$ cat src/rtl/irq_res_pkg.sv
`timescale 1ns/1ps
package irq_res_pkg;
  localparam int unsigned LVL_W   = 3;
  // bit position of the level field inside the read word
  localparam int unsigned LVL_LSB = 8;
  // bit of the configuration word that, written as 0, clears the flag
  localparam int unsigned KEEP_BIT = LVL_W;

  typedef logic [LVL_W-1:0] lvl_t;

  // true when the challenger must replace the incumbent; ties keep the incumbent
  function automatic logic beats(input logic c_v, input lvl_t c_l,
                                 input logic i_v, input lvl_t i_l);
    return c_v && (!i_v || (c_l > i_l));
  endfunction
endpackage

$ cat src/rtl/irq_flag_bank.sv
`timescale 1ns/1ps
module irq_flag_bank #(
  parameter int N_SRC = 8
) (
  input  logic             clk,
  input  logic             rst,
  input  logic [N_SRC-1:0] set_i,
  input  logic [N_SRC-1:0] ack_clr_i,
  input  logic [N_SRC-1:0] sw_clr_i,
  output logic [N_SRC-1:0] flags_o
);
  for (genvar i = 0; i < N_SRC; i++) begin : g_flag
    always_ff @(posedge clk) begin
      if (rst)
        flags_o[i] <= 1'b0;
      else if (set_i[i])                 // set beats any clear
        flags_o[i] <= 1'b1;
      else if (ack_clr_i[i] || sw_clr_i[i])
        flags_o[i] <= 1'b0;
    end
  end
endmodule

$ cat src/rtl/irq_level_regs.sv
`timescale 1ns/1ps
module irq_level_regs
  import irq_res_pkg::*;
#(
  parameter int N_SRC = 8,
  localparam int IDX_W = (N_SRC > 1) ? $clog2(N_SRC) : 1
) (
  input  logic                        clk,
  input  logic                        rst,
  input  logic                        we_i,
  input  logic [IDX_W-1:0]            sel_i,
  input  lvl_t                        lvl_i,
  output logic [N_SRC-1:0][LVL_W-1:0] lvls_o
);
  for (genvar i = 0; i < N_SRC; i++) begin : g_lvl
    always_ff @(posedge clk) begin
      if (rst)
        lvls_o[i] <= '0;
      else if (we_i && (int'(sel_i) == i))
        lvls_o[i] <= lvl_i;
    end
  end
endmodule

$ cat src/rtl/irq_prio_tree.sv
`timescale 1ns/1ps
module irq_prio_tree
  import irq_res_pkg::*;
#(
  parameter int N_SRC = 8,
  localparam int IDX_W = (N_SRC > 1) ? $clog2(N_SRC) : 1,
  localparam int NP    = 1 << IDX_W,
  localparam int NODES = 2 * NP - 1
) (
  input  logic [N_SRC-1:0]            flags_i,
  input  logic [N_SRC-1:0][LVL_W-1:0] lvls_i,
  output logic                        win_valid_o,
  output logic [IDX_W-1:0]            win_idx_o,
  output lvl_t                        win_lvl_o
);
  // heap layout: node k has children 2k+1 (lower numbers) and 2k+2
  logic             nv [NODES];
  lvl_t             nl [NODES];
  logic [IDX_W-1:0] nx [NODES];

  for (genvar i = 0; i < NP; i++) begin : g_leaf
    if (i < N_SRC) begin : g_real
      assign nv[NP-1+i] = flags_i[i] && (lvls_i[i] != '0);
      assign nl[NP-1+i] = lvls_i[i];
    end else begin : g_pad
      assign nv[NP-1+i] = 1'b0;
      assign nl[NP-1+i] = '0;
    end
    assign nx[NP-1+i] = IDX_W'(i);
  end

  for (genvar k = 0; k < NP - 1; k++) begin : g_node
    logic take_hi;
    assign take_hi = beats(nv[2*k+2], nl[2*k+2], nv[2*k+1], nl[2*k+1]);
    assign nv[k]   = nv[2*k+1] || nv[2*k+2];
    assign nl[k]   = take_hi ? nl[2*k+2] : nl[2*k+1];
    assign nx[k]   = take_hi ? nx[2*k+2] : nx[2*k+1];
  end

  assign win_valid_o = nv[0];
  assign win_idx_o   = nx[0];
  assign win_lvl_o   = nv[0] ? nl[0] : '0;
endmodule

$ cat src/rtl/irq_boot_gate.sv
`timescale 1ns/1ps
module irq_boot_gate (
  input  logic clk,
  input  logic rst,
  input  logic retire_i,
  output logic open_o
);
  always_ff @(posedge clk) begin
    if (rst)
      open_o <= 1'b0;
    else if (retire_i)
      open_o <= 1'b1;
  end
endmodule

$ cat src/rtl/irq_ack_resolver.sv
`timescale 1ns/1ps
module irq_ack_resolver
  import irq_res_pkg::*;
#(
  parameter int N_SRC  = 8,
  parameter int ADDR_W = 16,
  parameter int DATA_W = 16,
  localparam int IDX_W = (N_SRC > 1) ? $clog2(N_SRC) : 1
) (
  input  logic              clk,
  input  logic              rst,
  input  logic [N_SRC-1:0]  req_pulse,
  input  logic              cfg_we,
  input  logic [IDX_W-1:0]  cfg_sel,
  input  logic [LVL_W:0]    cfg_wdata,
  input  logic [LVL_W-1:0]  cpu_ipl,
  input  logic              insn_retire,
  input  logic              rd_en,
  input  logic [ADDR_W-1:0] rd_addr,
  output logic [DATA_W-1:0] rd_data,
  output logic              irq_pending
);
  logic [N_SRC-1:0]            flags;
  logic [N_SRC-1:0][LVL_W-1:0] lvls;
  logic                        win_valid;
  logic [IDX_W-1:0]            win_idx;
  lvl_t                        win_lvl;
  logic                        gate_open;
  logic                        ack;
  logic [N_SRC-1:0]            ack_clr;
  logic [N_SRC-1:0]            sw_clr;
  logic [DATA_W-1:0]           ack_word;

  assign ack = rd_en && (rd_addr == '0);

  always_comb begin
    ack_clr = '0;
    sw_clr  = '0;
    if (ack && win_valid)
      ack_clr[win_idx] = 1'b1;
    if (cfg_we && !cfg_wdata[KEEP_BIT] && (int'(cfg_sel) < N_SRC))
      sw_clr[cfg_sel] = 1'b1;
  end

  always_comb begin
    ack_word = '0;
    ack_word[IDX_W-1:0]       = win_idx;
    ack_word[LVL_LSB +: LVL_W] = win_lvl;
    if (!win_valid)
      ack_word = '0;
  end

  irq_flag_bank #(.N_SRC(N_SRC)) u_flags (
    .clk       (clk),
    .rst       (rst),
    .set_i     (req_pulse),
    .ack_clr_i (ack_clr),
    .sw_clr_i  (sw_clr),
    .flags_o   (flags)
  );

  irq_level_regs #(.N_SRC(N_SRC)) u_lvls (
    .clk    (clk),
    .rst    (rst),
    .we_i   (cfg_we),
    .sel_i  (cfg_sel),
    .lvl_i  (cfg_wdata[LVL_W-1:0]),
    .lvls_o (lvls)
  );

  irq_prio_tree #(.N_SRC(N_SRC)) u_tree (
    .flags_i     (flags),
    .lvls_i      (lvls),
    .win_valid_o (win_valid),
    .win_idx_o   (win_idx),
    .win_lvl_o   (win_lvl)
  );

  irq_boot_gate u_gate (
    .clk      (clk),
    .rst      (rst),
    .retire_i (insn_retire),
    .open_o   (gate_open)
  );

  always_ff @(posedge clk) begin
    if (rst) begin
      rd_data     <= '0;
      irq_pending <= 1'b0;
    end else begin
      rd_data     <= ack ? ack_word : '0;
      irq_pending <= gate_open && win_valid && (win_lvl > cpu_ipl);
    end
  end
endmodule

$ cat config.mk
export PLATFORM = sky130hd
export DESIGN_NAME = irq_ack_resolver
export DESIGN_NICKNAME = d
export VERILOG_FILES = /design/src/rtl/irq_res_pkg.sv /design/src/rtl/irq_flag_bank.sv /design/src/rtl/irq_level_regs.sv /design/src/rtl/irq_prio_tree.sv /design/src/rtl/irq_boot_gate.sv /design/src/rtl/irq_ack_resolver.sv
export SDC_FILE = /design/constraint.sdc
export NUM_CORES = 1
export LEC_CHECK = 0
export BUFFER_PORTS_ARGS = -buffer_cell sky130_fd_sc_hd__buf_2
export CAP_MARGIN = 5
export CORE_UTILIZATION = 56
export CTS_BUF_LIST = sky130_fd_sc_hd__clkbuf_16
export CTS_CLUSTER_SIZE = 20
export DETAILED_ROUTE_END_ITERATION = 10
export PLACE_DENSITY = 0.82
export SYNTH_ARGS = -nofsm -noshare
export SYNTH_HDL_FRONTEND = slang
export SYNTH_SLANG_ARGS = --single-unit
$ cat constraint.sdc
create_clock -name clk -period 6.46 [get_ports clk]
set_clock_uncertainty 0.15 [all_clocks]
set_input_delay 1.938 -clock clk [delete_from_list [all_inputs] [get_ports clk]]
set_output_delay 1.938 -clock clk [all_outputs]
set_load 0.05 [all_outputs]
==> run_results.csv <==
group,metric,value,unit
route,via_count,2671,
route,highest_layer,"met4",
grt,grt_start_max_net_pins,37,
route,wl_met1,2990,µm
worst_setup_path,reg2reg_depth,23,
timing,rsz0062_at_grt,"no",
worst_setup_path,worstPathRequired,6.48,ns
place,hpwl,5340,µm
cells_and_area,diodes,0,
synthesis,synth_top_area_cell,"dfxtp_1",
floorplanning,fp.dieH,73.8,µm
synthesis,ys_ff_latch,40,
clock_tree,numCtsBuffers,5,
synthesis,synth_flop_cell,"dfxtp_1",
grt,antenna_found_initial,0,
clock_tree,post_cts.repair.setup_buffers,0,
worst_setup_path,max_stage_delay,0.40,ns
power_and_ir_drop,swShare,0.266,
route,vias_per_cell,5.96,
route,drt-pass1-iter-count,4,
synthesis,yosysUniqueCellTypes,56,
grt,grtUsageTotal,0.274,
timing,worst_slew_pin_slew,0.756,ns
power_and_ir_drop,pwr-share-clk,0.424,
power_and_ir_drop,pwr-share-comb,0.171,
timing,slew_violations,0,
route,routed_wl,6970,µm
worst_setup_path,crit_type,"flip-flop to flip-flop",
grt,grt_pass1_wl,11300,µm
timing,slew_headroom,0.495,
cells_and_area,fillers,398,
worst_setup_path,cp.arrival,5.68,ns
clock_tree,cts_buffer_depth,2,
synthesis,ys_seq_area_frac,0.278,
floorplanning,die_x,73.8,µm
run_status,outcome,"finished, final reports clean",
route,drtAntennaViolNets,0,
power_and_ir_drop,leakage,1.44,nW
clock_tree,cts.sinks,40,
timing,hold_viol,0,
timing,period_share,0.876,
timing,period_needed,5.66,ns
worst_setup_path,cp_max_fo,6,
route,drt_iter0_markers,201,
run,drv_cap,0,
synthesis,yosys-top-cells-area,"dfxtp_1 (28%), ha_1 (10%), mux2i_1 (8.7%), nor2_1 (5.1%), inv_1 (3.1%)",
power_and_ir_drop,internal_power,0.000475,W
floorplanning,rows,25,
route,wl_met3,473,µm
grt,grt_overflow,0,
worst_setup_path,cp_common_cell,"ha_1",
power_and_ir_drop,power,0.000647,W
synthesis,syn_area_per_cell,8.46,µm²
hold_path,hold_depth,1,
worst_setup_path,end_kind,"flip-flop",
timing,worst_slack,0.803,ns
worst_setup_path,cp_cell_sequence,"inv_1 -> ha_1 -> a211o_1 -> a21oi_1 -> or2_1 -> mux2i_1 -> ha_1 -> a211oi_1 -> o21ai_1 -> and2_4 -> and3_1 -> a21o_1 -> ha_1 -> nor2b_1 -> o21a_1 -> o21ai_1 -> a21oi_1 -> a2111o_1 -> nand2_1 -> ha_1 -> nor2b_1 -> o21a_1 -> o2111a_1",
timing,setup_viol,0,
grt,grt_pass1_vias,2472,
synthesis,synth-async-reset-ratio,0,
route,wl_per_cell,15.6,µm
synthesis,synth_edf_count,0,
cells_and_area,nNetsFinal,443,
synthesis,yosysMostFrequentCell,"dfxtp_1",
cells_and_area,fin_util,0.670,
synthesis,synth_common_cells,"dfxtp_1 (40), nor2_1 (39), mux2i_1 (25)",
power_and_ir_drop,ir_worst_vdd,0.149,mV
floorplanning,core_area,0.00485,mm²
power_and_ir_drop,p_per_area,199,mW/mm²
timing,timing.fmax,177,MHz
timing,tns,0,ns
floorplanning,pin_count,56,
power_and_ir_drop,pwr-share-seq,0.405,
synthesis,yosysTopAreaCellShare,0.278,
clock_tree,path_clk_slew,0.06,ns
power_and_ir_drop,power.switching,0.000172,W
route,dr_wl_met2,3350,µm
hold_path,hp-class,"flip-flop to flip-flop",
clock_tree,cts_tree,"yes",
worst_setup_path,slowest_stage,"a2111o_1",
clock_tree,h-tree-depth,2,
place,place_congestion,0.920,
place,dp_slack,0.916,ns
cells_and_area,syn_to_final_growth,12.6,%
synthesis,synthCells,341,
worst_setup_path,worstSetupStartpointType,"flip-flop",
place,numPortBuffers,45,
synthesis,yosys_warnings,0,
clock_tree,clk_latency,0.28,ns
cells_and_area,drive_gt1_frac,0.197,
synthesis,syn_area,0.00289,mm²
clock_tree,root_buffer,"clkbuf_16",
route,drc,0,
clock_tree,holdBufCountCts,0,
floorplanning,die-area,0.00544,mm²
clock_tree,cts_resized,0,
floorplanning,start_util,0.595,
-- power by group through the flow --
| stage | logic [W] | clock network (W) | registers (W) |
|---|---|---|---|
| after floorplan | 0.0000866 | 0 | 0.000265 |
| after global placement | 0.000104 | 0 | 0.000267 |
| after detailed placement | 0.000108 | 0 | 0.000268 |
| after CTS | 0.000110 | 0.000279 | 0.000262 |
| after global routing | 0.000121 | 0.000289 | 0.000263 |
| final | 0.000110 | 0.000274 | 0.000262 |
-- area by class of cell --
type                            instances  area [µm²]  area share
Inverter                               24        90.1      0.0277
Sequential cell                        40         801       0.247
Clock inverter                          3        37.5      0.0116
Timing Repair Buffer                   45         225      0.0693
Multi-Input combinational cell        264        1890       0.581
Clock buffer                            5         125      0.0385
Tap cell                               67        83.8      0.0258
-- registers in the layout, summed over array words and instances, names as in the netlist --
| register | count |
|---|---|
| irq_pending | 1 |
| u_gate.open_o | 1 |
| rd_data | 6 |
| u_lvls.lvls_o | 24 |
| u_flags.flags_o | 8 |
-- cell usage in the layout (no fill, tap or decap), types with 2 or more instances in the layout --
master / synthesis / routed
a2111o_1: 2 / 2
a211o_1: 2 / 2
a211oi_1: 6 / 6
a211oi_2: 4 / 4
a21boi_0: 4 / 4
a21o_1: 4 / 4
a21oi_1: 16 / 16
a31oi_1: 3 / 3
and2_1: 3 / 3
and3_1: 2 / 2
buf_2: 0 / 45
clkbuf_16: 0 / 5
clkinv_1: 0 / 2
conb_1: 1 / 10
dfxtp_1: 40 / 40
ha_1: 24 / 24
inv_1: 24 / 24
mux2_2: 2 / 2
mux2_4: 2 / 2
mux2i_1: 25 / 25
nand2_1: 19 / 19
nand2_2: 2 / 2
nand2b_1: 4 / 4
nand3_1: 15 / 15
nand4_1: 3 / 3
nor2_1: 39 / 39
nor2b_1: 3 / 3
nor3_1: 5 / 5
nor3b_1: 2 / 2
nor4_1: 2 / 2
o211ai_1: 7 / 7
o21a_1: 7 / 7
o21ai_0: 12 / 12
o21ai_1: 3 / 3
o21bai_1: 3 / 3
o31a_1: 3 / 3
o31ai_1: 3 / 3
o31ai_2: 5 / 5
-- per-layer routing --
layer / up-vias / GRT usage
met2: 107 / 0.469
met3: 14 / 0.0576
li1: 1295 / -
met5: - / 0
met4: 0 / 0.103
met1: 1255 / 0.336
-- logic make-up (layout without fill, tap and decap cells) --
kind of cell    count (synthesis)  after routing  share of synthesized area
simple gates                  108            108                      0.183
compound gates                 93             93                      0.248
buf+inv                        46             77                     0.0807
flops                          40             40                      0.278
mux                            29             29                      0.105
fa+ha+maj                      24             24                      0.104
other cells                     1             10                    0.00130
-- worst paths after layout --
kind	from	slack, ns	end
max	u_lvls.lvls_o[1]$_SDFFE_PP0P_	0.80	irq_pending$_SDFF_PP0_
min	u_gate.open_o$_SDFFE_PP0P_	0.30	irq_pending$_SDFF_PP0_
max reg2reg	u_lvls.lvls_o[1]$_SDFFE_PP0P_	0.80	irq_pending$_SDFF_PP0_
min reg2reg	u_gate.open_o$_SDFFE_PP0P_	0.30	irq_pending$_SDFF_PP0_
-- stage by stage --
stage	area [µm²]	hold slack, ns	std cells
floorplan	2920	0.287	350
global placement	3090	0.295	440
detailed placement	3090	0.299	440
CTS	3250	0.306	448
global route	3250	0.339	448
finish	3250	0.305	448
-- critical path: cells and delay by family (launching register included) --
kind | cells | cell delay (ns)
AND/OR/NAND/NOR | 6 | 0.96
adder cells (fa/ha/maj) | 4 | 1.14
multiplexers | 1 | 0.39
AO/OA/AOI/OAI | 11 | 2.43
flip-flops | 1 | 0.39
buffers and inverters | 1 | 0.07
Note: power is estimated with default switching activity, not from simulation.
